**config.mk**
```make
export PLATFORM = sky130hd
export DESIGN_NAME = blk_xfer_ctrl
export DESIGN_NICKNAME = d
export VERILOG_FILES = /design/src/rtl/blk_xfer_pkg.sv /design/src/rtl/blk_xfer_size.sv /design/src/rtl/blk_xfer_mem.sv /design/src/rtl/blk_xfer_seq.sv /design/src/rtl/blk_xfer_ctrl.sv
export SDC_FILE = /design/constraint.sdc
export NUM_CORES = 2
export LEC_CHECK = 0
export BUFFER_PORTS_ARGS = -buffer_cell sky130_fd_sc_hd__buf_2
export CAP_MARGIN = 20
export CORE_MARGIN = 5
export CORE_UTILIZATION = 40
export CTS_BUF_LIST = sky130_fd_sc_hd__clkbuf_8 sky130_fd_sc_hd__clkbuf_16
export DETAILED_ROUTE_END_ITERATION = 7
export GPL_TIMING_DRIVEN = 1
export PLACE_DENSITY = 0.62
export RECOVER_POWER = 100
export REMOVE_ABC_BUFFERS = 1
export SLEW_MARGIN = 5
export SYNTH_ARGS = -nofsm -noshare
export SYNTH_HDL_FRONTEND = slang
export SYNTH_HIERARCHICAL = 1
export SYNTH_SLANG_ARGS = --single-unit
```
**constraint.sdc**
```tcl
create_clock -name clk -period 11.15 [get_ports clk]
set_clock_uncertainty 0.05 [all_clocks]
set_input_delay 1.115 -clock clk [delete_from_list [all_inputs] [get_ports clk]]
set_output_delay 1.115 -clock clk [all_outputs]
set_load 0.02 [all_outputs]
```
**src/rtl/blk_xfer_pkg.sv**
```systemverilog
package blk_xfer_pkg;

    localparam int GRP_WORDS = 4;
    localparam int GRP_SHIFT = 2;
    localparam int BEATS     = 2;
    localparam int GRP_BITS  = 32 * GRP_WORDS;

    typedef enum logic [2:0] {
        ST_IDLE,
        ST_ADDR,
        ST_WAIT,
        ST_SEND,
        ST_GAP
    } seq_state_t;

    // Content of the internal memory model at a given word address.
    function automatic logic [31:0] mem_word(input logic [31:0] a);
        return (a * 32'h9E37_79B1) ^ 32'hC3A5_0F96;
    endfunction

endpackage

```
**src/rtl/blk_xfer_size.sv**
```systemverilog
module blk_xfer_size
    import blk_xfer_pkg::*;
#(
    parameter int SZW      = 5,
    parameter int MAX_GRPS = 4,
    parameter int GW       = 3
) (
    input  logic [SZW-1:0] size_i,
    output logic [GW-1:0]  ngrp_o,
    output logic           err_o
);
    localparam int UW = SZW + 1;

    logic [UW-1:0] up;
    logic [UW-1:0] raw;

    always_comb begin
        up    = {1'b0, size_i} + UW'(GRP_WORDS - 1);
        raw   = up >> GRP_SHIFT;
        err_o = (size_i[GRP_SHIFT-1:0] != '0) || (raw == '0) || (raw > UW'(MAX_GRPS));
        if (raw == '0) begin
            ngrp_o = GW'(1);
        end else if (raw > UW'(MAX_GRPS)) begin
            ngrp_o = GW'(MAX_GRPS);
        end else begin
            ngrp_o = GW'(raw);
        end
    end
endmodule

```
**src/rtl/blk_xfer_mem.sv**
```systemverilog
module blk_xfer_mem
    import blk_xfer_pkg::*;
#(
    parameter int AW        = 16,
    parameter int FIRST_LAT = 40,
    parameter int NEXT_LAT  = 4
) (
    input  logic                clk,
    input  logic                rst_n,
    input  logic                req_i,
    input  logic                first_i,
    input  logic                ack_i,
    input  logic [AW-1:0]       addr_i,
    output logic                rdy_o,
    output logic [GRP_BITS-1:0] data_o
);
    localparam int LMAX = (FIRST_LAT > NEXT_LAT) ? FIRST_LAT : NEXT_LAT;
    localparam int CW   = $clog2(LMAX + 1);

    logic [GRP_BITS-1:0] word_nxt;
    logic [GRP_BITS-1:0] data_q;
    logic [CW-1:0]       cnt_q;
    logic                pend_q;

    for (genvar i = 0; i < GRP_WORDS; i++) begin : g_word
        logic [AW-1:0] wa;
        assign wa = addr_i + AW'(i);
        assign word_nxt[32*i +: 32] = mem_word(32'(wa));
    end

    always_ff @(posedge clk or negedge rst_n) begin
        if (!rst_n) begin
            pend_q <= 1'b0;
            cnt_q  <= '0;
            data_q <= '0;
        end else if (req_i) begin
            pend_q <= 1'b1;
            cnt_q  <= first_i ? CW'(FIRST_LAT - 1) : CW'(NEXT_LAT - 1);
            data_q <= word_nxt;
        end else begin
            if (ack_i) begin
                pend_q <= 1'b0;
            end
            if (cnt_q != '0) begin
                cnt_q <= cnt_q - CW'(1);
            end
        end
    end

    assign rdy_o  = pend_q && (cnt_q == '0);
    assign data_o = data_q;
endmodule

```
**src/rtl/blk_xfer_seq.sv**
```systemverilog
module blk_xfer_seq
    import blk_xfer_pkg::*;
#(
    parameter int AW       = 16,
    parameter int GW       = 3,
    parameter int IDLE_CYC = 2
) (
    input  logic                clk,
    input  logic                rst_n,
    input  logic                start_i,
    input  logic [AW-1:0]       addr_i,
    input  logic [GW-1:0]       ngrp_i,
    input  logic                size_err_i,
    input  logic                mem_rdy_i,
    input  logic [GRP_BITS-1:0] mem_data_i,
    output logic                mem_req_o,
    output logic                mem_first_o,
    output logic                mem_ack_o,
    output logic [AW-1:0]       mem_addr_o,
    output logic [63:0]         bus_data_o,
    output logic                data_valid_o,
    output logic                done_o,
    output logic                busy_o,
    output logic                size_err_o
);
    localparam int CW = $clog2(IDLE_CYC + BEATS);

    seq_state_t          state, nxt;
    logic [CW-1:0]       cnt_q, cnt_nxt;
    logic [GW-1:0]       grp_q, grp_nxt;
    logic [AW-1:0]       rd_q, rd_nxt;
    logic [GRP_BITS-1:0] grp_buf_q;
    logic                err_q;
    logic                accept, take, load_buf;

    // State register and datapath registers.
    always_ff @(posedge clk or negedge rst_n) begin
        if (!rst_n) begin
            state     <= ST_IDLE;
            cnt_q     <= '0;
            grp_q     <= '0;
            rd_q      <= '0;
            grp_buf_q <= '0;
            err_q     <= 1'b0;
        end else begin
            state <= nxt;
            cnt_q <= cnt_nxt;
            grp_q <= grp_nxt;
            rd_q  <= rd_nxt;
            if (load_buf) begin
                grp_buf_q <= mem_data_i;
            end
            if (accept) begin
                err_q <= size_err_i;
            end
        end
    end

    // Next state and memory control.
    always_comb begin
        nxt         = state;
        cnt_nxt     = cnt_q;
        grp_nxt     = grp_q;
        rd_nxt      = rd_q;
        accept      = 1'b0;
        take        = 1'b0;
        load_buf    = 1'b0;
        mem_req_o   = 1'b0;
        mem_first_o = 1'b0;
        mem_ack_o   = 1'b0;
        unique case (state)
            ST_IDLE: begin
                if (start_i) begin
                    accept  = 1'b1;
                    nxt     = ST_ADDR;
                    rd_nxt  = addr_i;
                    grp_nxt = ngrp_i;
                    cnt_nxt = '0;
                end
            end
            ST_ADDR: begin
                mem_req_o   = 1'b1;
                mem_first_o = 1'b1;
                rd_nxt      = rd_q + AW'(GRP_WORDS);
                nxt         = ST_WAIT;
            end
            ST_WAIT: begin
                if (mem_rdy_i) begin
                    take = 1'b1;
                end
            end
            ST_SEND: begin
                if (cnt_q == CW'(BEATS - 1)) begin
                    nxt     = ST_GAP;
                    cnt_nxt = '0;
                end else begin
                    cnt_nxt = cnt_q + CW'(1);
                end
            end
            ST_GAP: begin
                if (cnt_q == CW'(IDLE_CYC - 1)) begin
                    if (grp_q == '0) begin
                        nxt = ST_IDLE;
                    end else if (mem_rdy_i) begin
                        take = 1'b1;
                    end
                end else begin
                    cnt_nxt = cnt_q + CW'(1);
                end
            end
            default: nxt = ST_IDLE;
        endcase
        if (take) begin
            nxt       = ST_SEND;
            cnt_nxt   = '0;
            mem_ack_o = 1'b1;
            load_buf  = 1'b1;
            grp_nxt   = grp_q - GW'(1);
            if (grp_q > GW'(1)) begin
                mem_req_o = 1'b1;
                rd_nxt    = rd_q + AW'(GRP_WORDS);
            end
        end
    end

    // Outputs.
    always_comb begin
        busy_o       = (state != ST_IDLE);
        data_valid_o = (state == ST_SEND);
        done_o       = (state == ST_GAP) && (cnt_q == CW'(IDLE_CYC - 1)) && (grp_q == '0);
        size_err_o   = err_q;
        mem_addr_o   = rd_q;
        case (state)
            ST_ADDR: bus_data_o = 64'(rd_q);
            ST_SEND: bus_data_o = (cnt_q == '0) ? grp_buf_q[63:0] : grp_buf_q[127:64];
            default: bus_data_o = '0;
        endcase
    end
endmodule

```
**src/rtl/blk_xfer_ctrl.sv**
```systemverilog
module blk_xfer_ctrl
    import blk_xfer_pkg::*;
#(
    parameter int AW        = 16,
    parameter int SZW       = 5,
    parameter int MAX_WORDS = 16,
    parameter int FIRST_LAT = 40,
    parameter int NEXT_LAT  = 4,
    parameter int IDLE_CYC  = 2
) (
    input  logic           clk,
    input  logic           rst_n,
    input  logic           start_i,
    input  logic [AW-1:0]  addr_i,
    input  logic [SZW-1:0] size_i,
    output logic [63:0]    bus_data_o,
    output logic           data_valid_o,
    output logic           done_o,
    output logic           busy_o,
    output logic           size_err_o
);
    localparam int MAX_GRPS = MAX_WORDS / GRP_WORDS;
    localparam int GW       = $clog2(MAX_GRPS + 1);

    logic [GW-1:0]       ngrp;
    logic                size_err;
    logic                mem_req, mem_first, mem_ack, mem_rdy;
    logic [AW-1:0]       mem_addr;
    logic [GRP_BITS-1:0] mem_data;

    blk_xfer_size #(.SZW(SZW), .MAX_GRPS(MAX_GRPS), .GW(GW)) u_size (
        .size_i (size_i),
        .ngrp_o (ngrp),
        .err_o  (size_err)
    );

    blk_xfer_mem #(.AW(AW), .FIRST_LAT(FIRST_LAT), .NEXT_LAT(NEXT_LAT)) u_mem (
        .clk     (clk),
        .rst_n   (rst_n),
        .req_i   (mem_req),
        .first_i (mem_first),
        .ack_i   (mem_ack),
        .addr_i  (mem_addr),
        .rdy_o   (mem_rdy),
        .data_o  (mem_data)
    );

    blk_xfer_seq #(.AW(AW), .GW(GW), .IDLE_CYC(IDLE_CYC)) u_seq (
        .clk          (clk),
        .rst_n        (rst_n),
        .start_i      (start_i),
        .addr_i       (addr_i),
        .ngrp_i       (ngrp),
        .size_err_i   (size_err),
        .mem_rdy_i    (mem_rdy),
        .mem_data_i   (mem_data),
        .mem_req_o    (mem_req),
        .mem_first_o  (mem_first),
        .mem_ack_o    (mem_ack),
        .mem_addr_o   (mem_addr),
        .bus_data_o   (bus_data_o),
        .data_valid_o (data_valid_o),
        .done_o       (done_o),
        .busy_o       (busy_o),
        .size_err_o   (size_err_o)
    );
endmodule

```
=== Word-level counts from Yosys, hierarchy flattened ===
Index checks and enable logic that the tools add are counted.

* Add/sub/neg operators: 8
* $mul: 4
* Magnitude comparators: 2
* Eq/ne operators: 11
* Mux-type cells: 37
* Bitwise operators: 4
* Reduce and logical (&&, ||, !) cells: 21

{| class="wikitable"
|+ Operator list
! kind !! count
|-
| $mul 16x32->32 const B || 4
|-
| $pmux 64 s2 || 1
|-
| $mux 64 || 1
|-
| $not 16->16 || 4
|-
| $mux 16 || 3
|-
| $add 16x2->16 const B || 2
|-
| $pmux 16 s2 || 1
|-
| $mux 3 || 10
|-
| $mux 6 || 3
|-
| $add 16x1->16 const B || 1
|-
| $add 16x3->16 const B || 1
|-
| $pmux 3 s5 || 1
|-
| $logic_not 6->1 || 2
|-
| $mux 1 || 11
|-
| $reduce_bool 2->1 || 5
|-
| $ne 3x1->1 const B || 3
|-
| $mux 2 || 4
|-
| $add 5x2->6 const B || 1
|-
| $eq 3x2->1 const B || 2
|-
| $logic_not 3->1 || 2
|-
| $ne 3x2->1 const B || 2
|-
| $pmux 2 s3 || 1
|-
| $reduce_bool 6->1 || 1
|-
| $sub 6x1->6 const B || 1
|-
| other kinds (17) || 20
|}

* Register bits: 288
* Input bits: 24
* Output and inout port bits: 68
* Logic and storage cells: 96

=== Longest topological paths before layout ===
* Depth after elaboration: 9
* Depth in mapped cells: 29
* Gate-level depth less buffers: 27

=== Cells and area by module ===
Netlist, hierarchy kept.

{| class="wikitable"
|+ By module, submodules not included
! module !! times used !! cells each !! area an instance (µm²) !! sequential area each (µm²)
|-
| blk_xfer_mem || 1 || 2906 || 29376.9 || 3328.2
|-
| blk_xfer_seq || 1 || 869 || 7353.3 || 3828.7
|-
| blk_xfer_size || 1 || 11 || 76.3 || 0.0
|}

=== Worst setup path after synthesis ===
Ideal clock, no wire load.

* Path type: register -> register
* From: register u_seq.rd_q[0], in the netlist u_seq/mem_addr_o[0]
* To: register u_mem.data_q[127], in the netlist u_mem/data_o[127]
* Setup time: 0.116 ns
* Arrival time: 8.809 ns
* Required time: 10.984 ns
* Path slack: 2.176 ns
* Stages on the path, launching flop included: 28
* Path buffers: 2
* Clock period less this slack: 8.974 ns
* Path through: dfrtp_1 buf_2 inv_1 ha_1 nor4_1 and2_1 xnor2_1 inv_1 ha_1 inv_1 ha_1 or2_2 fa_1 inv_1 fa_1 fa_1 inv_1 fa_1 inv_1 fa_1 inv_1 ha_1 buf_1 a2111oi_0 nand2_1 a31oi_1 o21ai_0 o311ai_0

* Longest elaborated chain between the ends: 3

{| class="wikitable"
|+ Ends and longest elaborated chain
! item !! line !! source
|-
| start, declared || blk_xfer_seq.sv:31 || <nowiki>logic [AW-1:0] rd_q, rd_nxt;</nowiki>
|-
| start signal, assigned || blk_xfer_seq.sv:49 || <nowiki>rd_q <= rd_nxt;</nowiki>
|-
| $add 16x2->16 || blk_xfer_mem.sv:27 || <nowiki>assign wa = addr_i + AW'(i);</nowiki>
|-
| $mul 16x32->32 || blk_xfer_pkg.sv:18 || <nowiki>return (a * 32'h9E37_79B1) ^ 32'hC3A5_0F96;</nowiki>
|-
| $not 16->16 (no source line) || -- ||
|-
| end signal, assigned || blk_xfer_mem.sv:39 || <nowiki>data_q <= word_nxt;</nowiki>
|-
| end, declared || blk_xfer_mem.sv:21 || <nowiki>logic [GRP_BITS-1:0] data_q;</nowiki>
|}

No other way between the ends.
A chain may end at the register's enable or synchronous reset.

=== Worst setup path after layout ===
* From: register u_seq.grp_q[1]
* To: register u_seq.grp_buf_q[112]

* Longest elaborated chain between the ends: 5

{| class="wikitable"
|+ Ends and longest elaborated chain
! item !! line !! source
|-
| start, declared || blk_xfer_seq.sv:30 || <nowiki>logic [GW-1:0] grp_q, grp_nxt;</nowiki>
|-
| start signal, assigned || blk_xfer_seq.sv:48 || <nowiki>grp_q <= grp_nxt;</nowiki>
|-
| $logic_not 3->1 || blk_xfer_seq.sv:102 || <nowiki>if (grp_q == '0) begin</nowiki>
|-
| $mux 1 || blk_xfer_seq.sv:102 ||
|-
| $mux 1 || blk_xfer_seq.sv:101 || <nowiki>if (cnt_q == CW'(IDLE_CYC - 1)) begin</nowiki>
|-
| $pmux 1 s2 || blk_xfer_seq.sv:71 || <nowiki>unique case (state)</nowiki>
|-
| $mux 1 || -- ||
|-
| net mem_ack || blk_xfer_ctrl.sv:27 || <nowiki>logic mem_req, mem_first, mem_ack, mem_rdy;</nowiki>
|-
| end signal, assigned || blk_xfer_seq.sv:51 || <nowiki>grp_buf_q <= mem_data_i;</nowiki>
|-
| end, declared || blk_xfer_seq.sv:32 || <nowiki>logic [GRP_BITS-1:0] grp_buf_q;</nowiki>
|}

The timed path passes the listed nets, and every way through them passes these cells.

==> out/results.ini <==
[status]
status = finished with violations
violations = max-capacitance violations, max-slew violations

[route]
wirelength_um = 101100
drt-initial-drc-count = 1656
first_pass_iters = 5
viasPerCell = 5.021
num_vias = 25459
wire_per_inst_um = 19.95
drc_errors = 0
final_antenna_net_count = 0

[sta]
fin_crit_ns = 9.034
maxSlewViolCount = 698
max_freq_ghz = 0.1107
rsz0062_at_grt = false
hold_viol = 0
fin_setup_tns_ns = 0
final-setup-viol-count = 0
worst_pin_slew_ns = 5.742
slew_headroom_pct = -282.8
fin_crit_sh_pct = 81.02

[critical_path]
cp.required_ns = 11.53
crit_slowest_cell = clkinvlp_2
path_cells = inv_1 > ha_1 > ha_1 > nand4bb_2 > a21o_1 > clkinvlp_2 > clkbuf_1 > clkbuf_1 > nand2_1 > nand2_1
path_max_fanout = 73
worst-endpoint-arrival_ns = 9.41
startpoint_type = register
cp-end-kind = register
crit_type = register to register
slowest_delay_ns = 2.41
reg2reg_to = u_seq/grp_buf_q[112]
ff2ff_setup_slack_ns = 2.12
reg2regPathDepth = 10
timing.rr.start = u_seq/grp_q[1]

[logic_synthesis]
async_flop_share_pct = 100.0
synth_cell_type_count = 94
yosys_register_bits = 286
ys_dominant_reg_cell = dfrtp_1
synth_seq_area_share_pct = 19.44
yosys_warnings = 6
yosysTopAreaCell = fa_1
synth-edff-count = 0
netlist_area_sq_um = 36810
syn_inst = 3786
synth.top_cells.by_area = fa_1 (31%), dfrtp_1 (19%), ha_1 (15%)
syn_avg_cell_area_sq_um = 9.722
synth_top_area_share_pct = 31.11

[global_routing]
gr-total-overflow = 0
grt_pass1_wl_um = 159600
grt_max_degree = 104
gr-usage-all-layers_pct = 20.76
busiest_layer = met2
met3_usage_pct = 2.723
gr-usage-met1_pct = 29.01
met2_usage_pct = 34.36
grt_antenna_before_repair = 1
grt_pass1_vias = 27082

[min_path]
min-delay-start = u_mem/data_o[76]
hold-path-endpoint = u_seq/grp_buf_q[76]
hold_path_class = register to register
whs_path_depth = 2

[floorplanning]
ioPinCount = 92
rows = 111
initial_core_util_pct = 40.22
die_area_sq_um = 98180
die_width_um = 313.3
core_sq_um = 91520
die_h_um = 313.3

[job]
drv_cap = 13

[clock_tree]
clkLatencyLatePin_ns = 0.58
post_cts_resized = 0
cts_tree = done
clk_pin_slew_ns = 0.06
hold_buffers = 0
htree_levels = 2
cts_made_buffers = 37
clock-sinks = 286
post-cts-setup-buffer-count = 0
clock-root-buffer = clkbuf_16
clockBufferDepth = 3

[layout]
syn2layout_area_growth_pct = 7.764
nets = 4881
multi_input_area_sq_um = 25940
antenna_cells = 0
drive_gt1_share_pct = 5.561
ff_latch_area_sq_um = 7161
nFillCells = 8935

[place]
io_buffers = 91
routabilityCongestion = 0.9824
dp_hpwl_um = 81220

## worst max-delay path: cells and delay by family, from the launching register on
| kind | cells | cell delay, ns |
|---|---|---|
| adders and majority gates | 2 | 0.34 |
| DFF | 1 | 0.41 |
| and+or+nand+nor | 3 | 0.73 |
| buffers and inverters | 4 | 5.15 |
| AOI/OAI and AO/OA | 1 | 2.14 |
## registers in the layout (all words and copies together), names as in the netlist
| signal | flops |
|---|---|
| u_mem/cnt_q | 6 |
| u_seq/mem_addr_o | 16 |
| u_seq/cnt_q | 2 |
| u_mem/pend_q | 1 |
| u_seq/size_err_o | 1 |
| u_seq/grp_buf_q | 128 |
| u_mem/data_o | 126 |
| u_seq/grp_q | 3 |
| u_seq/state | 3 |
## synthesized netlist by cell type, types with 8 or more instances
library cell,n
inv_1,856
fa_1,572
nand2_1,511
ha_1,427
dfrtp_1,286
nor2_1,153
xnor2_1,145
a21oi_1,113
mux2i_1,68
mux2_2,55
clkbuf_1,51
o21ai_0,49
nand3_1,47
xor2_1,40
a21o_1,34
nor3_1,24
and3_1,22
buf_1,18
a31oi_1,17
o21ai_1,17
or2_2,17
buf_2,15
o21a_1,13
o31ai_1,13
or3_1,12
and2_1,11
o211ai_1,11
o21bai_1,11
a22oi_1,9
nand2b_1,9
a211oi_1,8
nand4_1,8
o22ai_1,8
## final cells by class
type,count,area share (%)
Multi-Input combinational cell,2548,65.40
Sequential cell,286,18.05
Inverter,861,8.154
Tap cell,1186,3.741
Clock buffer,47,2.710
Timing Repair Buffer,124,1.530
Clock inverter,18,0.4132
## logic make-up after synthesis
family          after synthesis  synth area share (%)
flops                       286                 19.44
xor+xnor                    186                 4.446
simple gates                856                 10.02
mux                         125                 3.614
compound gates              382                 6.999
fa+ha+maj                   999                 45.63
buf+inv                     952                 9.845
## layout by cell type, fill, tap and decap left out, types with 12 or more instances in the layout
cell,synthesis,routed
o21ai_0,49,60
a21oi_1,113,115
inv_1,856,862
buf_4,4,27
ha_1,427,426
clkbuf_1,51,65
and3_1,22,23
buf_2,15,32
clkbuf_16,0,38
a21o_1,34,34
fa_1,572,572
xor2_1,40,40
or2_2,17,17
nand3_1,47,47
nand2_1,511,511
dfrtp_1,286,285
a31oi_1,17,17
o21a_1,13,13
o31ai_1,13,13
nor2_1,153,155
nor3_1,24,24
xnor2_1,145,145
o21bai_1,11,12
mux2i_1,68,68
mux2_2,55,54
or3_1,12,12
## how the worst max path moves through the flow
stage	slack (ns)	start	to
floorplan	1.71	u_seq/mem_addr_o[0]	u_mem/data_o[124]
global placement	2.63	u_seq/mem_addr_o[2]	u_mem/data_o[57]
detailed placement	2.59	u_seq/mem_addr_o[2]	u_mem/data_o[63]
CTS	2.52	u_seq/mem_addr_o[2]	u_mem/data_o[57]
global route	1.25	rst_n	u_mem/data_o[11]
finish	2.12	u_seq/grp_q[1]	u_seq/grp_buf_q[112]
## metal layers
metal / up-vias / routed length, um
met3: 139 / 5002
met2: 653 / 47650
met5: - / 8
li1: 11918 / -
met4: 2 / 2866
met1: 12747 / 45610
## through the flow
step                util, %  setup slack (ns)  hold WS (ns)  cell area (sq um)  std cells
finish                43.34             2.116        0.4022              39660       5070
global route          43.34             1.248        0.4370              39660       5070
CTS                   43.58             2.521        0.4106              39880       5070
detailed placement    42.22             2.589        0.3963              38650       5005
global placement      42.22             2.629        0.3963              38640       5004
floorplan                 -             1.712        0.3809              36410       3695
Power is not shown: default switching activity piles up to over one toggle a cycle in this logic, so the estimate is an artifact.
